File: config.mk
export PLATFORM = sky130hd
export DESIGN_NAME = addsub_flags_alu
export DESIGN_NICKNAME = d
export VERILOG_FILES = /design/src/rtl/alu_pkg.sv /design/src/rtl/addsub_chain.sv /design/src/rtl/flag_unit.sv /design/src/rtl/trap_fsm.sv /design/src/rtl/addsub_flags_alu.sv
export SDC_FILE = /design/constraint.sdc
export NUM_CORES = 1
export LEC_CHECK = 0
export BUFFER_PORTS_ARGS = -buffer_cell sky130_fd_sc_hd__buf_2
export CORE_UTILIZATION = 25
export CTS_CLUSTER_SIZE = 25
export DETAILED_ROUTE_END_ITERATION = 7
export GPL_ROUTABILITY_DRIVEN = 0
export HOLD_SLACK_MARGIN = 0.06
export PLACE_DENSITY = 0.64
export SKIP_CTS_REPAIR_TIMING = 1
export SLEW_MARGIN = 20
export SYNTH_ARGS = -nofsm -noshare
export SYNTH_HDL_FRONTEND = slang
export SYNTH_HIERARCHICAL = 1
export SYNTH_SLANG_ARGS = --single-unit
File: constraint.sdc
create_clock -name clk -period 49.8 [get_ports clk]
set_clock_uncertainty 0.05 [all_clocks]
set_input_delay 9.96 -clock clk [delete_from_list [all_inputs] [get_ports clk]]
set_output_delay 9.96 -clock clk [all_outputs]
set_load 0.005 [all_outputs]
File: src/rtl/alu_pkg.sv
package alu_pkg;

    typedef enum logic {
        EXC_IDLE  = 1'b0,
        EXC_PULSE = 1'b1
    } exc_state_e;

    typedef struct packed {
        logic zero;
        logic carry;
        logic ovf;
        logic neg;
        logic lt;
    } alu_flags_t;

endpackage

File: src/rtl/addsub_chain.sv
module addsub_chain #(
    parameter int WIDTH = 32
) (
    input  logic [WIDTH-1:0] a,
    input  logic [WIDTH-1:0] b,
    input  logic             sub,
    output logic [WIDTH-1:0] sum,
    output logic             c_into_msb,
    output logic             c_out
);
    localparam int MSB = WIDTH - 1;

    logic [WIDTH-1:0] b_eff;
    logic [WIDTH:0]   cy;

    // Invert the subtrahend; the carry-in of one completes the negation.
    assign b_eff = b ^ {WIDTH{sub}};

    always_comb begin
        cy[0] = sub;
        for (int i = 0; i < WIDTH; i++) begin
            sum[i]  = a[i] ^ b_eff[i] ^ cy[i];
            cy[i+1] = (a[i] & b_eff[i]) | (cy[i] & (a[i] ^ b_eff[i]));
        end
    end

    assign c_into_msb = cy[MSB];
    assign c_out      = cy[WIDTH];
endmodule

File: src/rtl/flag_unit.sv
module flag_unit
    import alu_pkg::*;
#(
    parameter int WIDTH = 32
) (
    input  logic [WIDTH-1:0] sum,
    input  logic             c_into_msb,
    input  logic             c_out,
    input  logic             sub,
    input  logic             borrow_mode,
    output alu_flags_t       flags
);
    localparam int MSB = WIDTH - 1;

    always_comb begin
        flags.zero  = ~|sum;
        // Borrow convention inverts the chain carry on subtract only.
        flags.carry = (sub && borrow_mode) ? ~c_out : c_out;
        flags.ovf   = c_into_msb ^ c_out;
        flags.neg   = sum[MSB];
        flags.lt    = sum[MSB] ^ (c_into_msb ^ c_out);
    end
endmodule

File: src/rtl/trap_fsm.sv
module trap_fsm
    import alu_pkg::*;
(
    input  logic clk,
    input  logic rst_n,
    input  logic trap_en,
    input  logic ovf,
    output logic exc_pulse
);
    exc_state_e state_q, state_d;

    always_ff @(posedge clk) begin
        if (!rst_n) state_q <= EXC_IDLE;
        else        state_q <= state_d;
    end

    always_comb begin
        state_d = state_q;
        unique case (state_q)
            EXC_IDLE:  state_d = (trap_en && ovf) ? EXC_PULSE : EXC_IDLE;
            EXC_PULSE: state_d = (trap_en && ovf) ? EXC_PULSE : EXC_IDLE;
            default:   state_d = EXC_IDLE;
        endcase
    end

    always_comb begin
        exc_pulse = (state_q == EXC_PULSE);
    end

    // a strobe only ever follows a trapping overflow
    a_r9_pulse_cause: assert property (@(posedge clk) disable iff (!rst_n)
        exc_pulse |-> $past(trap_en && ovf));
    // a non-trapping cycle is never followed by a strobe
    a_r9_no_trap: assert property (@(posedge clk) disable iff (!rst_n)
        !trap_en |=> !exc_pulse);
endmodule

File: src/rtl/addsub_flags_alu.sv
module addsub_flags_alu
    import alu_pkg::*;
#(
    parameter int WIDTH = 32
) (
    input  logic             clk,
    input  logic             rst_n,
    input  logic [WIDTH-1:0] opa,
    input  logic [WIDTH-1:0] opb,
    input  logic             sub_sel,
    input  logic             trap_en,
    input  logic             borrow_mode,
    output logic [WIDTH-1:0] result,
    output logic             flag_zero,
    output logic             flag_carry,
    output logic             flag_ovf,
    output logic             flag_neg,
    output logic             flag_lt,
    output logic             exc_pulse
);
    localparam int MSB = WIDTH - 1;

    logic       c_into_msb;
    logic       c_out;
    alu_flags_t flags;

    addsub_chain #(.WIDTH(WIDTH)) u_chain (
        .a          (opa),
        .b          (opb),
        .sub        (sub_sel),
        .sum        (result),
        .c_into_msb (c_into_msb),
        .c_out      (c_out)
    );

    flag_unit #(.WIDTH(WIDTH)) u_flags (
        .sum         (result),
        .c_into_msb  (c_into_msb),
        .c_out       (c_out),
        .sub         (sub_sel),
        .borrow_mode (borrow_mode),
        .flags       (flags)
    );

    trap_fsm u_trap (
        .clk       (clk),
        .rst_n     (rst_n),
        .trap_en   (trap_en),
        .ovf       (flags.ovf),
        .exc_pulse (exc_pulse)
    );

    assign flag_zero  = flags.zero;
    assign flag_carry = flags.carry;
    assign flag_ovf   = flags.ovf;
    assign flag_neg   = flags.neg;
    assign flag_lt    = flags.lt;

    // ripple chain agrees with a plain adder
    a_r1_add_value: assert property (@(posedge clk) disable iff (!rst_n)
        !sub_sel |-> result == WIDTH'(opa + opb));
    // ripple chain agrees with a plain subtractor
    a_r2_sub_value: assert property (@(posedge clk) disable iff (!rst_n)
        sub_sel |-> result == WIDTH'(opa - opb));
    // overflow needs like-signed addends and a flipped result sign
    a_r3_ovf_same_sign: assert property (@(posedge clk) disable iff (!rst_n)
        flag_ovf |-> (opa[MSB] == (opb[MSB] ^ sub_sel)) && (result[MSB] != opa[MSB]));
    // borrow convention reports unsigned below
    a_r4_borrow: assert property (@(posedge clk) disable iff (!rst_n)
        (sub_sel && borrow_mode) |-> flag_carry == (opa < opb));
    // signed less-than on subtract
    a_r7_lt: assert property (@(posedge clk) disable iff (!rst_n)
        sub_sel |-> flag_lt == ($signed(opa) < $signed(opb)));
endmodule

* Yosys cells after proc, flatten, opt, wreduce, memory -nomap -nowiden
Cells that the tools add are included.
** Cells by class
- Mux-type cells :: 2
- Bitwise logic cells :: 164
- Reduce and logical (&&, ||, !) cells :: 4
** Operators with widths (number)
- 1-bit bitwise XOR :: 66
- 1-bit bitwise AND :: 64
- 1-bit OR :: 32
- 32-bit OR reduction :: 1
- 32-bit bitwise XOR :: 1
- 1-bit logical AND :: 2
- 1-bit 2-to-1 mux :: 2
- 1-bit zero test :: 1
- 1-bit NOT :: 1
** Word-level totals
- Bits in registers :: 1
- Input bits :: 69
- Output and inout port bits :: 38

* Logic depth before layout (Yosys ltp)
- Word-level depth :: 69
- Mapped depth :: 42

* Cells and area by module
The synthesis kept the hierarchy.
** Modules (own cells, without submodules)
- addsub_chain :: instances 1, cells each 131, area an instance 1223.7 um^2, sequential area each 0.0 um^2
- flag_unit :: instances 1, cells each 16, area an instance 103.8 um^2, sequential area each 0.0 um^2
- trap_fsm :: instances 1, cells each 2, area an instance 26.3 um^2, sequential area each 20.0 um^2

* Least setup slack after synthesis
No wires, ideal clock.
- Path type :: input to output
- Start :: in sub_sel
- End :: out flag_zero
- Data arrival time :: 23.015 ns
- Required time :: 39.790 ns
- Setup slack :: 16.775 ns
- Stages on the path :: 42
- Cell sequence :: buf_6 > buf_12 > xnor2_1 > fa_1 > fa_1 > fa_1 > fa_1 > fa_1 > fa_1 > fa_1 > fa_1 > fa_1 > fa_1 > fa_1 > fa_1 > fa_1 > fa_1 > fa_1 > (+6 left out) > fa_1 > fa_1 > fa_1 > fa_1 > fa_1 > fa_1 > fa_1 > fa_1 > fa_1 > fa_1 > inv_1 > fa_1 > inv_1 > fa_1 > inv_1 > nor4_1 > nand4_1 > nor2_1
** On the way
- Longest elaborated chain between the ends :: 67
- Elaborated cells on any way between the ends :: 160
- Those cells by class :: bitwise (158); reduce/logical (2)
** RTL lines
- start: declaration :: line addsub_flags_alu.sv:10 : input logic sub_sel,
- 32-bit bitwise XOR :: line addsub_chain.sv:17 : assign b_eff = b ^ {WIDTH{sub}};
- 1-bit bitwise XOR :: line addsub_chain.sv:23 : cy[i+1] = (a[i] & b_eff[i]) | (cy[i] & (a[i] ^ b_eff[i]));
- 1-bit bitwise AND :: line addsub_chain.sv:23
- 1-bit OR :: line addsub_chain.sv:23
- 1-bit bitwise AND :: line addsub_chain.sv:23
- 1-bit OR :: line addsub_chain.sv:23
- 1-bit bitwise AND :: line addsub_chain.sv:23
- 1-bit OR :: line addsub_chain.sv:23
- (+53 left out)
- 1-bit OR :: line addsub_chain.sv:23
- 1-bit bitwise AND :: line addsub_chain.sv:23
- 1-bit OR (*) :: line addsub_chain.sv:23
- via c_into_msb :: line addsub_flags_alu.sv:23 : logic c_into_msb;
- 1-bit bitwise XOR (*) :: line addsub_chain.sv:22 : sum[i] = a[i] ^ b_eff[i] ^ cy[i];
- via result[31] :: line addsub_flags_alu.sv:13 : output logic [WIDTH-1:0] result,
- 32-bit OR reduction (*) :: line flag_unit.sv:16 : flags.zero = ~|sum;
- 1-bit zero test (*) :: line flag_unit.sv:16
- end: declaration :: line addsub_flags_alu.sv:14 : output logic flag_zero,
Mark *: on every way through the listed nets, which the timed path passes. The rest lies on a longest branch.

* Worst setup path in the final report
- Start :: in sub_sel
- End :: out flag_zero
** On the way
- Longest elaborated chain between the ends :: 67
- Elaborated cells on any way between the ends :: 160
- Those cells by class :: bitwise (158); reduce/logical (2)
** RTL lines (line)
- 32-bit bitwise XOR :: addsub_chain.sv:17
- 1-bit bitwise XOR :: addsub_chain.sv:23
- 1-bit bitwise AND :: addsub_chain.sv:23
- 1-bit OR :: addsub_chain.sv:23
- 1-bit bitwise AND :: addsub_chain.sv:23
- 1-bit OR :: addsub_chain.sv:23
- 1-bit bitwise AND :: addsub_chain.sv:23
- 1-bit OR :: addsub_chain.sv:23
- (+52 left out)
- 1-bit bitwise AND :: addsub_chain.sv:23
- 1-bit OR :: addsub_chain.sv:23
- 1-bit bitwise AND :: addsub_chain.sv:23
- 1-bit OR (*) :: addsub_chain.sv:23
- via c_into_msb :: addsub_flags_alu.sv:23
- 1-bit bitwise XOR (*) :: addsub_chain.sv:22
- 32-bit OR reduction (*) :: flag_unit.sv:16
- 1-bit zero test (*) :: flag_unit.sv:16
Marked as above.

==> reports/metrics.cfg <==
[detailed_routing]
route.antenna.remaining_nets = 0
route.detailed.drc = 0
drtIter0Drc = 13
vias_per_cell = 3.879
wire_per_inst_um = 9.966
firstDrtPassIters = 4
via_count = 1245
routed_wl_um = 3199

[floorplanning]
num_rows = 26
ios = 107
dieWidth_um = 75.59
dieArea_um2 = 5713
die_h_um = 75.59
start_util_pct = 26.17
coreArea_um2 = 5172

[clocking]
cts.clk_slew.worst_paths_ps = 0

[sta]
post-route-min-period_ps = 33660
hold_viol_final = 0
setup_violations = 0
slew_violations = 0
setup_tns_ps = 0
relSlewSlack_pct = 65.84
hold_slack_ps = 10150
rsz0062_at_grt = false
min_period_over_period_pct = 67.58
tightest_slew_ps = 512.4
max_freq_mhz = 29.71

[setup_path]
cp_common_cell = fa_1
endpoint = flag_zero
crit_path_end_kind = primary output
cpMaxStageDelayCell = fa_1
crit_start = sub_sel
critPathMaxFanout = 31
cpPeakStageDelay_ps = 510
path_class = primary input to primary output
crit_cells = 42
arrival_ps = 23650
cp-start-kind = primary input
cp_top_family = adder cells
cp_num_buf_inv = 8
worstPathRequired_ps = 39790

[grt]
grt_max_degree = 32
grt_usage_pct = 11.25
grt_pass1_vias = 1188
grt-ovfl-total = 0
antenna_found_initial = 0
busiest_layer = met2
met3_usage_pct = 0.7937
grt_pass1_wl_um = 4968
grt_util_met2_pct = 22.12
use_met1_pct = 14.24

[power]
ir_worst_vdd_v = 0.000008510
leakagePower_nw = 1.108
power_mw = 0.03376
cellPowerDensity_nw_per_um2 = 17.67

[logic_synthesis]
ys_ff_latch = 1
syn_inst = 149
seq_area_frac_synth_pct = 1.479
synth_cell_type_count = 16
synth_warnings = 6
syn-num-nets = 249
netlist_area_um2 = 1354
synth_area_per_cell_um2 = 9.086

[finish]
regArea_um2 = 20.02
diodes = 0
largest_reg_flops = 1
n_fill_cell = 562
drive_above_1_share_pct = 43.43
fin_nets = 353
multi_input_area_um2 = 1028
syn_to_final_growth_pct = 41.13

[run]
max_cap_viol_count = 0

[placed_design]
portBuffers = 106
dp.final_hpwl_um = 3011

[min_path]
min_path_type = primary input to flip-flop

[run_status]
status = finished, final reports clean

[layout by cell type, fill, tap and decap left out]
cell type	n
buf_4	1
nor4_1	8
dfxtp_1	1
buf_2	106
nand2_1	1
inv_1	63
xnor2_1	28
mux2i_1	1
nor2_1	1
fa_1	31
xnor2_2	2
and3_1	1
nand4_1	2
xor2_1	5
[synthesized netlist by cell type]
master / number / share of area, %
buf_8: 2 / 2.2
nand4_1: 2 / 0.92
xnor2_1: 28 / 18
nand2_1: 1 / 0.28
buf_6: 1 / 0.83
dfxtp_1: 1 / 1.5
nor2_1: 1 / 0.28
xnor2_2: 2 / 2.4
and3_1: 1 / 0.46
xor2_1: 5 / 3.2
buf_12: 1 / 1.5
nor4_1: 8 / 3.7
mux2i_1: 1 / 0.74
buf_4: 1 / 0.55
fa_1: 31 / 46
inv_1: 63 / 17
[per-layer routing]
layer | vias to the layer above | part of all wire [%]
li1 | 605 | -
met1 | 581 | 41
met2 | 59 | 50
met3 | 0 | 8.4
met4 | 0 | 0
met5 | - | 0
[how the worst min path moves through the flow]
stage	slack, ps	endpoint	startpoint	cells past startpoint
2_1_floorplan	10060	u_trap/exc_pulse	trap_en	1
3_3_place_gp	10150	u_trap/exc_pulse	trap_en	2
3_5_place_dp	10150	u_trap/exc_pulse	trap_en	2
4_1_cts	10150	u_trap/exc_pulse	trap_en	2
5_1_grt	10160	u_trap/exc_pulse	trap_en	2
6_report	10150	u_trap/exc_pulse	trap_en	2
[power by group]
part | switching, mW | internal, mW | leakage (nW) | total, mW
Sequential | 0.0000130 | 0.000903 | 0.00822 | 0.000916
Clock | 0 | 0 | 0 | 0
Combinational | 0.0170 | 0.0158 | 1.10 | 0.0328
Total | 0.0170 | 0.0167 | 1.11 | 0.0338
[per-stage QoR]
| stage | instance area (µm²) | setup WS [ps] | utilization [%] | instances |
|---|---|---|---|---|
| after floorplan | 1354 | 16780 | - | 149 |
| after global placement | 1911 | 16120 | 36.94 | 321 |
| after detailed placement | 1911 | 15940 | 36.94 | 321 |
| after CTS | 1911 | 15920 | 36.94 | 321 |
| after global routing | 1911 | 15390 | 36.94 | 321 |
| final | 1911 | 16140 | 36.94 | 321 |
[kinds of logic (layout without fill, tap and decap cells)]
logic type	after synthesis	after routing	synth area share, %
muxes	1	1	0.7394
and+or+nand+nor	13	13	5.637
adders and majority gates	31	31	45.84
xor gates and xnor gates	35	35	23.75
buffers and inverters	68	170	22.55
DFF	1	1	1.479
[final cells by class]
class / count / share of cell area [%]
Multi-Input combinational cell: 80 / 53.83
Timing Repair Buffer: 107 / 28.16
Inverter: 63 / 12.38
Tap cell: 70 / 4.584
Sequential cell: 1 / 1.048
No activity file was read; power rests on OpenSTA's default activity.
